[src/rtl/i2cm_pkg.sv]
package i2cm_pkg;
  // Operation codes; the first NCMD values equal their command-bit index.
  typedef enum logic [2:0] {
    OP_START   = 3'd0,
    OP_RESTART = 3'd1,
    OP_STOP    = 3'd2,
    OP_RX      = 3'd3,
    OP_ACK     = 3'd4,
    OP_TX      = 3'd5
  } op_e;

  localparam int NCMD   = 5;
  localparam int BYTE_W = 8;
  localparam int BIT_W  = $clog2(BYTE_W + 2);
endpackage

[src/rtl/i2cm_tick.sv]
module i2cm_tick #(
  parameter int DIV = 4
) (
  input  logic clk,
  input  logic rst_n,
  input  logic run,
  output logic tick
);
  localparam int CW = (DIV > 1) ? $clog2(DIV) : 1;
  localparam logic [CW-1:0] RELOAD = CW'(DIV - 1);

  logic [CW-1:0] cnt_q, cnt_d;

  always_comb begin
    if (!run || cnt_q == '0) cnt_d = RELOAD;
    else                     cnt_d = cnt_q - 1'b1;
  end

  always_ff @(posedge clk or negedge rst_n) begin
    if (!rst_n) cnt_q <= RELOAD;
    else        cnt_q <= cnt_d;
  end

  assign tick = run && (cnt_q == '0);

  generate
    if (DIV > 1) begin : g_spacing
      assert_tick_spaced_R5: assert property (@(posedge clk) disable iff (!rst_n)
        tick |=> !tick);
    end
  endgenerate
endmodule

[src/rtl/i2cm_ctl.sv]
module i2cm_ctl
  import i2cm_pkg::*;
(
  input  logic            clk,
  input  logic            rst_n,
  input  logic            cmd_we,
  input  logic [NCMD-1:0] cmd_wdata,
  input  logic            tx_we,
  input  logic            ack_data_we,
  input  logic            ack_data_in,
  input  logic            busy,
  input  logic            owned,
  input  logic            done,
  output logic            launch,
  output op_e             launch_op,
  output logic [NCMD-1:0] pend,
  output logic            ack_data
);
  logic [NCMD-1:0] pend_q, pend_d;
  logic            ackd_q, ackd_d;
  op_e             sel;
  logic            sel_legal;

  // Lowest-numbered set bit wins.
  always_comb begin
    sel = OP_ACK;
    for (int i = NCMD - 1; i >= 0; i--) begin
      if (cmd_wdata[i]) sel = op_e'(i);
    end
    sel_legal = (sel == OP_START) ? !owned : owned;
  end

  always_comb begin
    launch    = 1'b0;
    launch_op = OP_START;
    if (!busy) begin
      if (cmd_we && (|cmd_wdata)) begin
        launch    = sel_legal;
        launch_op = sel;
      end else if (tx_we && owned) begin
        launch    = 1'b1;
        launch_op = OP_TX;
      end
    end
  end

  always_comb begin
    pend_d = pend_q;
    if (done) pend_d = '0;
    for (int i = 0; i < NCMD; i++) begin
      if (launch && launch_op == op_e'(i)) pend_d[i] = 1'b1;
    end
    ackd_d = ackd_q;
    if (ack_data_we) ackd_d = ack_data_in;
  end

  always_ff @(posedge clk or negedge rst_n) begin
    if (!rst_n) begin
      pend_q <= '0;
      ackd_q <= 1'b0;
    end else begin
      pend_q <= pend_d;
      ackd_q <= ackd_d;
    end
  end

  assign pend     = pend_q;
  assign ack_data = ackd_q;

  assert_pend_single_R11: assert property (@(posedge clk) disable iff (!rst_n)
    $onehot0(pend_q));
  assert_busy_locks_pend_R9: assert property (@(posedge clk) disable iff (!rst_n)
    busy |=> $stable(pend_q));
  assert_done_clears_R2: assert property (@(posedge clk) disable iff (!rst_n)
    (done && !launch) |=> (pend_q == '0));
endmodule

[src/rtl/i2cm_seq.sv]
module i2cm_seq
  import i2cm_pkg::*;
(
  input  logic              clk,
  input  logic              rst_n,
  input  logic              tick,
  input  logic              launch,
  input  op_e               launch_op,
  input  logic [BYTE_W-1:0] tx_byte,
  input  logic              ack_bit,
  input  logic              scl_in,
  input  logic              sda_in,
  output logic              busy,
  output logic              done,
  output logic              owned,
  output logic              scl_oe,
  output logic              sda_oe,
  output logic [BYTE_W-1:0] rx_byte,
  output logic              rx_stb,
  output logic              ackst_stb,
  output logic              ackst_val
);
  localparam logic [BIT_W-1:0] TX_LAST  = BIT_W'(BYTE_W);
  localparam logic [BIT_W-1:0] RX_LAST  = BIT_W'(BYTE_W - 1);
  localparam logic [BIT_W-1:0] ACK_LAST = '0;

  logic              busy_q, busy_d, done_q, done_d, own_q, own_d;
  op_e               op_q, op_d;
  logic [1:0]        step_q, step_d;
  logic [BIT_W-1:0]  bit_q, bit_d, last_bit;
  logic [BYTE_W-1:0] sh_q, sh_d;
  logic              scl_lo_q, scl_lo_d, sda_lo_q, sda_lo_d;
  logic              ackb_q, ackb_d;
  logic              rxs_q, rxs_d, aks_q, aks_d, akv_q, akv_d;
  logic              bit_op, drive_lo, finish;

  assign bit_op = (op_q == OP_TX) || (op_q == OP_RX) || (op_q == OP_ACK);

  always_comb begin
    unique case (op_q)
      OP_TX:   last_bit = TX_LAST;
      OP_RX:   last_bit = RX_LAST;
      default: last_bit = ACK_LAST;
    endcase
    unique case (op_q)
      OP_TX:   drive_lo = (bit_q == TX_LAST) ? 1'b0 : !sh_q[BYTE_W-1];
      OP_ACK:  drive_lo = !ackb_q;
      default: drive_lo = 1'b0;
    endcase
  end

  always_comb begin
    busy_d   = busy_q;
    own_d    = own_q;
    op_d     = op_q;
    step_d   = step_q;
    bit_d    = bit_q;
    sh_d     = sh_q;
    scl_lo_d = scl_lo_q;
    sda_lo_d = sda_lo_q;
    ackb_d   = ackb_q;
    akv_d    = akv_q;
    done_d   = 1'b0;
    rxs_d    = 1'b0;
    aks_d    = 1'b0;
    finish   = 1'b0;
    if (launch) begin
      busy_d = 1'b1;
      op_d   = launch_op;
      step_d = '0;
      bit_d  = '0;
      sh_d   = tx_byte;
      ackb_d = ack_bit;
    end else if (busy_q && tick) begin
      step_d = step_q + 2'd1;
      unique case (op_q)
        OP_START: begin
          unique case (step_q)
            2'd0:    begin scl_lo_d = 1'b0; sda_lo_d = 1'b0; end
            2'd1:    sda_lo_d = 1'b1;
            default: begin scl_lo_d = 1'b1; own_d = 1'b1; finish = 1'b1; end
          endcase
        end
        OP_RESTART: begin
          unique case (step_q)
            2'd0:    sda_lo_d = 1'b0;
            2'd1:    scl_lo_d = 1'b0;
            2'd2:    sda_lo_d = 1'b1;
            default: begin scl_lo_d = 1'b1; finish = 1'b1; end
          endcase
        end
        OP_STOP: begin
          unique case (step_q)
            2'd0:    sda_lo_d = 1'b1;
            2'd1:    scl_lo_d = 1'b0;
            default: begin sda_lo_d = 1'b0; own_d = 1'b0; finish = 1'b1; end
          endcase
        end
        default: begin
          unique case (step_q)
            2'd0: sda_lo_d = drive_lo;
            2'd1: scl_lo_d = 1'b0;
            2'd2: begin
              if (op_q == OP_RX) sh_d = {sh_q[BYTE_W-2:0], sda_in};
              if (op_q == OP_TX && bit_q == TX_LAST) begin
                aks_d = 1'b1;
                akv_d = sda_in;
              end
            end
            default: begin
              scl_lo_d = 1'b1;
              if (op_q == OP_TX) sh_d = {sh_q[BYTE_W-2:0], 1'b0};
              bit_d = bit_q + 1'b1;
              if (bit_q == last_bit) begin
                finish = 1'b1;
                rxs_d  = (op_q == OP_RX);
              end
            end
          endcase
        end
      endcase
      if (finish) begin
        busy_d = 1'b0;
        done_d = 1'b1;
      end
    end
  end

  always_ff @(posedge clk or negedge rst_n) begin
    if (!rst_n) begin
      busy_q   <= 1'b0;
      done_q   <= 1'b0;
      own_q    <= 1'b0;
      op_q     <= OP_START;
      step_q   <= '0;
      bit_q    <= '0;
      sh_q     <= '0;
      scl_lo_q <= 1'b0;
      sda_lo_q <= 1'b0;
      ackb_q   <= 1'b0;
      rxs_q    <= 1'b0;
      aks_q    <= 1'b0;
      akv_q    <= 1'b0;
    end else begin
      busy_q   <= busy_d;
      done_q   <= done_d;
      own_q    <= own_d;
      op_q     <= op_d;
      step_q   <= step_d;
      bit_q    <= bit_d;
      sh_q     <= sh_d;
      scl_lo_q <= scl_lo_d;
      sda_lo_q <= sda_lo_d;
      ackb_q   <= ackb_d;
      rxs_q    <= rxs_d;
      aks_q    <= aks_d;
      akv_q    <= akv_d;
    end
  end

  assign busy      = busy_q;
  assign done      = done_q;
  assign owned     = own_q;
  assign scl_oe    = scl_lo_q;
  assign sda_oe    = sda_lo_q;
  assign rx_byte   = sh_q;
  assign rx_stb    = rxs_q;
  assign ackst_stb = aks_q;
  assign ackst_val = akv_q;

  // SDA never moves while SCL is released during a data or acknowledge bit.
  assert_sda_steady_R5: assert property (@(posedge clk) disable iff (!rst_n)
    (busy_q && bit_op && !scl_lo_q) |=> $stable(sda_lo_q));
  // Environment: with SCL released, the line reads high when sampled.
  assert_scl_high_at_sample_R6: assert property (@(posedge clk) disable iff (!rst_n)
    (busy_q && bit_op && tick && step_q == 2'd2) |-> scl_in);
  assert_start_holds_R2: assert property (@(posedge clk) disable iff (!rst_n)
    (done_q && op_q == OP_START) |-> (scl_lo_q && sda_lo_q && own_q));
  assert_stop_frees_R4: assert property (@(posedge clk) disable iff (!rst_n)
    (done_q && op_q == OP_STOP) |-> (!scl_lo_q && !sda_lo_q && !own_q));
  assert_owned_scl_low_R10: assert property (@(posedge clk) disable iff (!rst_n)
    (!busy_q && own_q) |-> scl_lo_q);
  assert_done_pulse_R12: assert property (@(posedge clk) disable iff (!rst_n)
    done_q |-> (!busy_q ##1 !done_q));
endmodule

[src/rtl/i2c_evt_master.sv]
module i2c_evt_master
  import i2cm_pkg::*;
#(
  parameter int DIV = 4
) (
  input  logic              clk,
  input  logic              rst_n,
  input  logic              cmd_we,
  input  logic [NCMD-1:0]   cmd_wdata,
  input  logic              ack_data_we,
  input  logic              ack_data_in,
  input  logic              tx_we,
  input  logic [BYTE_W-1:0] tx_data,
  input  logic              rx_rd,
  output logic [NCMD-1:0]   cmd_pend,
  output logic              ack_data,
  output logic              ack_status,
  output logic [BYTE_W-1:0] rx_data,
  output logic              rx_full,
  output logic              busy,
  output logic              done,
  output logic              scl_oe,
  output logic              sda_oe,
  input  logic              scl_in,
  input  logic              sda_in
);
  logic [1:0]        rst_sync_q;
  logic              rst_i;
  logic              tick, launch, owned, rx_stb, ackst_stb, ackst_val;
  op_e               launch_op;
  logic [BYTE_W-1:0] rx_byte;
  logic [BYTE_W-1:0] rxd_q, rxd_d;
  logic              full_q, full_d, acks_q, acks_d;

  // Asynchronous assertion, synchronous release.
  always_ff @(posedge clk or negedge rst_n) begin
    if (!rst_n) rst_sync_q <= 2'b00;
    else        rst_sync_q <= {rst_sync_q[0], 1'b1};
  end
  assign rst_i = rst_sync_q[1];

  i2cm_tick #(.DIV(DIV)) u_tick (
    .clk  (clk),
    .rst_n(rst_i),
    .run  (busy),
    .tick (tick)
  );

  i2cm_ctl u_ctl (
    .clk        (clk),
    .rst_n      (rst_i),
    .cmd_we     (cmd_we),
    .cmd_wdata  (cmd_wdata),
    .tx_we      (tx_we),
    .ack_data_we(ack_data_we),
    .ack_data_in(ack_data_in),
    .busy       (busy),
    .owned      (owned),
    .done       (done),
    .launch     (launch),
    .launch_op  (launch_op),
    .pend       (cmd_pend),
    .ack_data   (ack_data)
  );

  i2cm_seq u_seq (
    .clk      (clk),
    .rst_n    (rst_i),
    .tick     (tick),
    .launch   (launch),
    .launch_op(launch_op),
    .tx_byte  (tx_data),
    .ack_bit  (ack_data),
    .scl_in   (scl_in),
    .sda_in   (sda_in),
    .busy     (busy),
    .done     (done),
    .owned    (owned),
    .scl_oe   (scl_oe),
    .sda_oe   (sda_oe),
    .rx_byte  (rx_byte),
    .rx_stb   (rx_stb),
    .ackst_stb(ackst_stb),
    .ackst_val(ackst_val)
  );

  always_comb begin
    rxd_d  = rxd_q;
    full_d = full_q;
    acks_d = acks_q;
    if (rx_rd) full_d = 1'b0;
    if (rx_stb) begin
      rxd_d  = rx_byte;
      full_d = 1'b1;
    end
    if (ackst_stb) acks_d = ackst_val;
  end

  always_ff @(posedge clk or negedge rst_i) begin
    if (!rst_i) begin
      rxd_q  <= '0;
      full_q <= 1'b0;
      acks_q <= 1'b0;
    end else begin
      rxd_q  <= rxd_d;
      full_q <= full_d;
      acks_q <= acks_d;
    end
  end

  assign rx_data    = rxd_q;
  assign rx_full    = full_q;
  assign ack_status = acks_q;

  assert_ackstat_quiet_R6: assert property (@(posedge clk) disable iff (!rst_i)
    !busy |=> $stable(ack_status));
  assert_rx_fill_R7: assert property (@(posedge clk) disable iff (!rst_i)
    rx_stb |=> (rx_full && rx_data == $past(rx_byte)));
endmodule

[config.mk]
export PLATFORM = sky130hd
export DESIGN_NAME = i2c_evt_master
export DESIGN_NICKNAME = d
export VERILOG_FILES = /design/src/rtl/i2cm_pkg.sv /design/src/rtl/i2cm_tick.sv /design/src/rtl/i2cm_ctl.sv /design/src/rtl/i2cm_seq.sv /design/src/rtl/i2c_evt_master.sv
export SDC_FILE = /design/constraint.sdc
export NUM_CORES = 1
export LEC_CHECK = 0
export BUFFER_PORTS_ARGS = -buffer_cell sky130_fd_sc_hd__buf_2
export CORE_ASPECT_RATIO = 1.5
export CORE_MARGIN = 1.5
export CORE_UTILIZATION = 59
export CTS_CLUSTER_DIAMETER = 200
export DETAILED_ROUTE_END_ITERATION = 12
export PLACE_DENSITY_LB_ADDON = 0.12
export SYNTH_ARGS = -nofsm -noshare
export SYNTH_HDL_FRONTEND = slang
export SYNTH_SLANG_ARGS = --single-unit
[constraint.sdc]
create_clock -name clk -period 3.9 [get_ports clk]
set_input_delay 0.585 -clock clk [delete_from_list [all_inputs] [get_ports clk]]
set_output_delay 0.585 -clock clk [all_outputs]
set_load 0.05 [all_outputs]
==> impl_results.md <==
* CTS resizes at 0
* LEAKAGE at roughly 0.0013 µW
* Compound-Gate Fraction of Synth Area at 0.1497
* Max_slew headroom at 0.3806
* Max Slew Vio Count at 0
* Vias per inst at 5.930
* Vias in the first global route at about 1700
* FF-to-FF Start: u_seq.step_q[0]
* Initial antenna violation count at 0
* DR pass1 iterations at 4
* Post-CTS Setup Bufs at 0
* Fin crit share at 0.5987
* Core Footprint at 3682 µm²
* Grt ovf at 0
* Status: finished clean
* Syn Area/Cell at ~11 µm²
* Maxcap violations at 0
* # clock sinks at between 40 and 50
* Critical Path Start: u_seq.step_q[0]
* GP Congestion at 0.8388
* Yosys top cell by area: dfrtp_1
* Yosys warns at 0
* Wire per inst at 15.85 µm
* Power density cells at approximately 720 nW/µm²
* Count leader, synth: dfrtp_1
* RSZ-0062 raised after global routing: no
* Family with the most delay on the worst path: compound AO/OA/AOI/OAI gates
* Area delta synth->final at 13.83%
* First-iteration detailed-routing DRC count at 45
* Final worst path period need at around 2300 ps
* Post-synthesis simple-gate area fraction at 0.1317
* Cell Area, Synth at ~2300 µm²
* Measured slew at the worst slew-check pin at roughly 930 ps
* Top cells by area, synth: dfrtp_1 (48%), mux2_2 (8.4%), ha_1 (3.8%), a221o_1 (3.1%), mux2i_1 (2.6%)
* Async SR Flop Fraction at 1.000
* FMAX at about 430 MHz
* Starting Density at 0.6218
* Routed wire length at 4501 µm
* Layout cell share with drive strength beyond 1 at 0.2946
* Post-synth top cells: dfrtp_1 (44), mux2_2 (17), inv_1 (15)
* Sequential area share after synthesis at 0.5038
* Clock-pin slew on the worst setup and hold paths at roughly 90 ps
* WP depth at 6
* Row cnt at 27
* CP Data Arrival Time at ~2500 ps
* Die Span Y at 79.30 µm
* Port Buffer Count at 40
* Antenna-violating nets left at 0
* Clock Path Buffers at 2
* Die Area at ~4300 µm²
* Critical Path RT at between 4000 and 5000 ps
* Total CTS buffers at 5
* Buffers & Inverters on Critical Path at 1
* Hold_buf cts at 0
* CTS tree: done
* WS Path Type: register to register
* Worst-Skew Late Latency at approximately 290 ps
* Gr usage total at 0.2400
* Synthesized flop and latch total at 46
* First-pass GRT wire length at around 7600 µm
* Fillers at just under 300
* Worst VDD drop at between 400 and 500 µV
* Top Ports at 42
* Worst reg2reg setup slack at 1570 ps
* Nets@finish at 269
* Fraction of synthesized area in multiplexers at 0.1098
* Clock Skews at just under 7 ps
* Maximum fanout along the worst path at 9
* Via count at between 1500 and 2000
* Post-Syn Instances at just over 200
* Slowest stage cell, crit path: a2111oi_4
* Combinational family with the most area after synthesis: compound AO/OA/AOI/OAI gates
* Synth Area in XOR/XNOR at 0.01913
* Setup crit end: u_seq.rx_byte[1]
* Startpoint types: register
* Drt drc at 0
* Post-synth top flop: dfrtp_1
* Final core utilization at 0.7078
* # diodes at 0
* R2R cell count at 6
* RR Endpoint: u_seq.rx_byte[1]
* Worst Hold Class: input pin to asynchronous set/reset pin
* DP Wirelength at around 3300 µm
* Hold Vio Cnt, Final at 0
* DIE WIDTH at about 54 µm
* Htree depth at 2
* Element type at the critical path end: register
* Clock Root Buffer: clkbuf_8
* Setup tns final at 0 ps
* Final setup fails at 0
* CP cell instances: inv_1 -> ha_1 -> or3b_4 -> a2111oi_4 -> a211oi_4 -> a221o_1
* Adder-cell share of the synthesized area at 0.03825
* Yosys top cell area share at 0.4809
* Post-synth EDFFs at 0
* Unique masters post-synth at between 40 and 50
* Net Count, Synth at around 230
* Max stage delay on crit path at just under 600 ps
* Largest net degree at the start of global routing at between 40 and 50
layout make-up:
| class | count | area [µm²] | area share |
|---|---|---|---|
| clock inverters | 2 | 37.54 | 0.01440 |
| repair buffers | 40 | 200.2 | 0.07681 |
| flip-flops and latches | 46 | 1155 | 0.4431 |
| well taps | 43 | 53.80 | 0.02064 |
| clock buffers | 6 | 72.57 | 0.02784 |
| multi-input cells | 132 | 1031 | 0.3956 |
| inverters | 15 | 56.30 | 0.02160 |
kinds of logic (layout without fill, tap and decap cells):
family                   Yosys count  after routing
other                              1              1
flip-flops                        46             46
multiplexers                      23             23
AO/OA/AOI/OAI                     40             40
AND/OR/NAND/NOR                   56             56
buffers and inverters             24             63
XOR/XNOR                           5              5
adder cells (fa/ha/maj)            7              7
state kept, by name (all words and copies together) (netlist names):
name             flops
ack_status           1
rst_sync_q           2
rx_data              8
rx_full              1
u_ctl.ack_data       1
u_ctl.pend           5
u_seq.ackb_q         1
u_seq.ackst_stb      1
u_seq.ackst_val      1
u_seq.bit_q          4
u_seq.busy           1
u_seq.done           1
u_seq.op_q           3
u_seq.owned          1
u_seq.rx_byte        8
u_seq.rx_stb         1
u_seq.scl_oe         1
u_seq.sda_oe         1
u_seq.step_q         2
u_tick.cnt_q         2
routing by layer:
metal / vias to the layer above / part of all wire / track usage
met4: 0 / 0.019 / 0.1051
met1: 837 / 0.40 / 0.2652
met2: 42 / 0.54 / 0.4317
li1: 795 / - / -
met5: - / 0 / 0
met3: 10 / 0.034 / 0.03571
layout by cell type, fill, tap and decap left out, types with 5 or more instances in the layout:
cell type,instances
nor2_1,13
nand3b_1,5
o21ai_0,5
clkbuf_8,5
a221o_1,7
nand2b_1,5
ha_1,7
and2_1,7
buf_2,40
mux2_2,17
nand2_1,8
mux2i_1,6
inv_1,15
nand3_1,5
dfrtp_1,43
per-stage QoR:
step | cell area [µm²] | hold WS [ps] | total power [µW] | setup WS (ps) | instances
after global placement | 2496 | 338.9 | 1505 | 1453 | 276
after detailed placement | 2496 | 336.4 | 1543 | 1388 | 276
after floorplan | 2290 | 289.4 | 1378 | 1846 | 202
after global routing | 2606 | 48.33 | 2007 | 1443 | 284
final | 2606 | 60.96 | 1883 | 1565 | 284
after CTS | 2606 | 47.41 | 1898 | 1554 | 284
how the worst min path moves through the flow:
stage / slack (ps) / end
global route: 50 / rst_sync_q[1]
finish: 60 / rst_sync_q[1]
CTS: 50 / rst_sync_q[1]
floorplan: 290 / rst_sync_q[0]
detailed placement: 340 / rst_sync_q[1]
global placement: 340 / rst_sync_q[1]
power by group:
group / internal (µW) / leakage, µW / switching [µW]
Combinational: 308 / 0.000672 / 443
Sequential: 622 / 0.000588 / 164
Clock: 191 / 0.0000514 / 155
(Power assumes the default switching activity.)
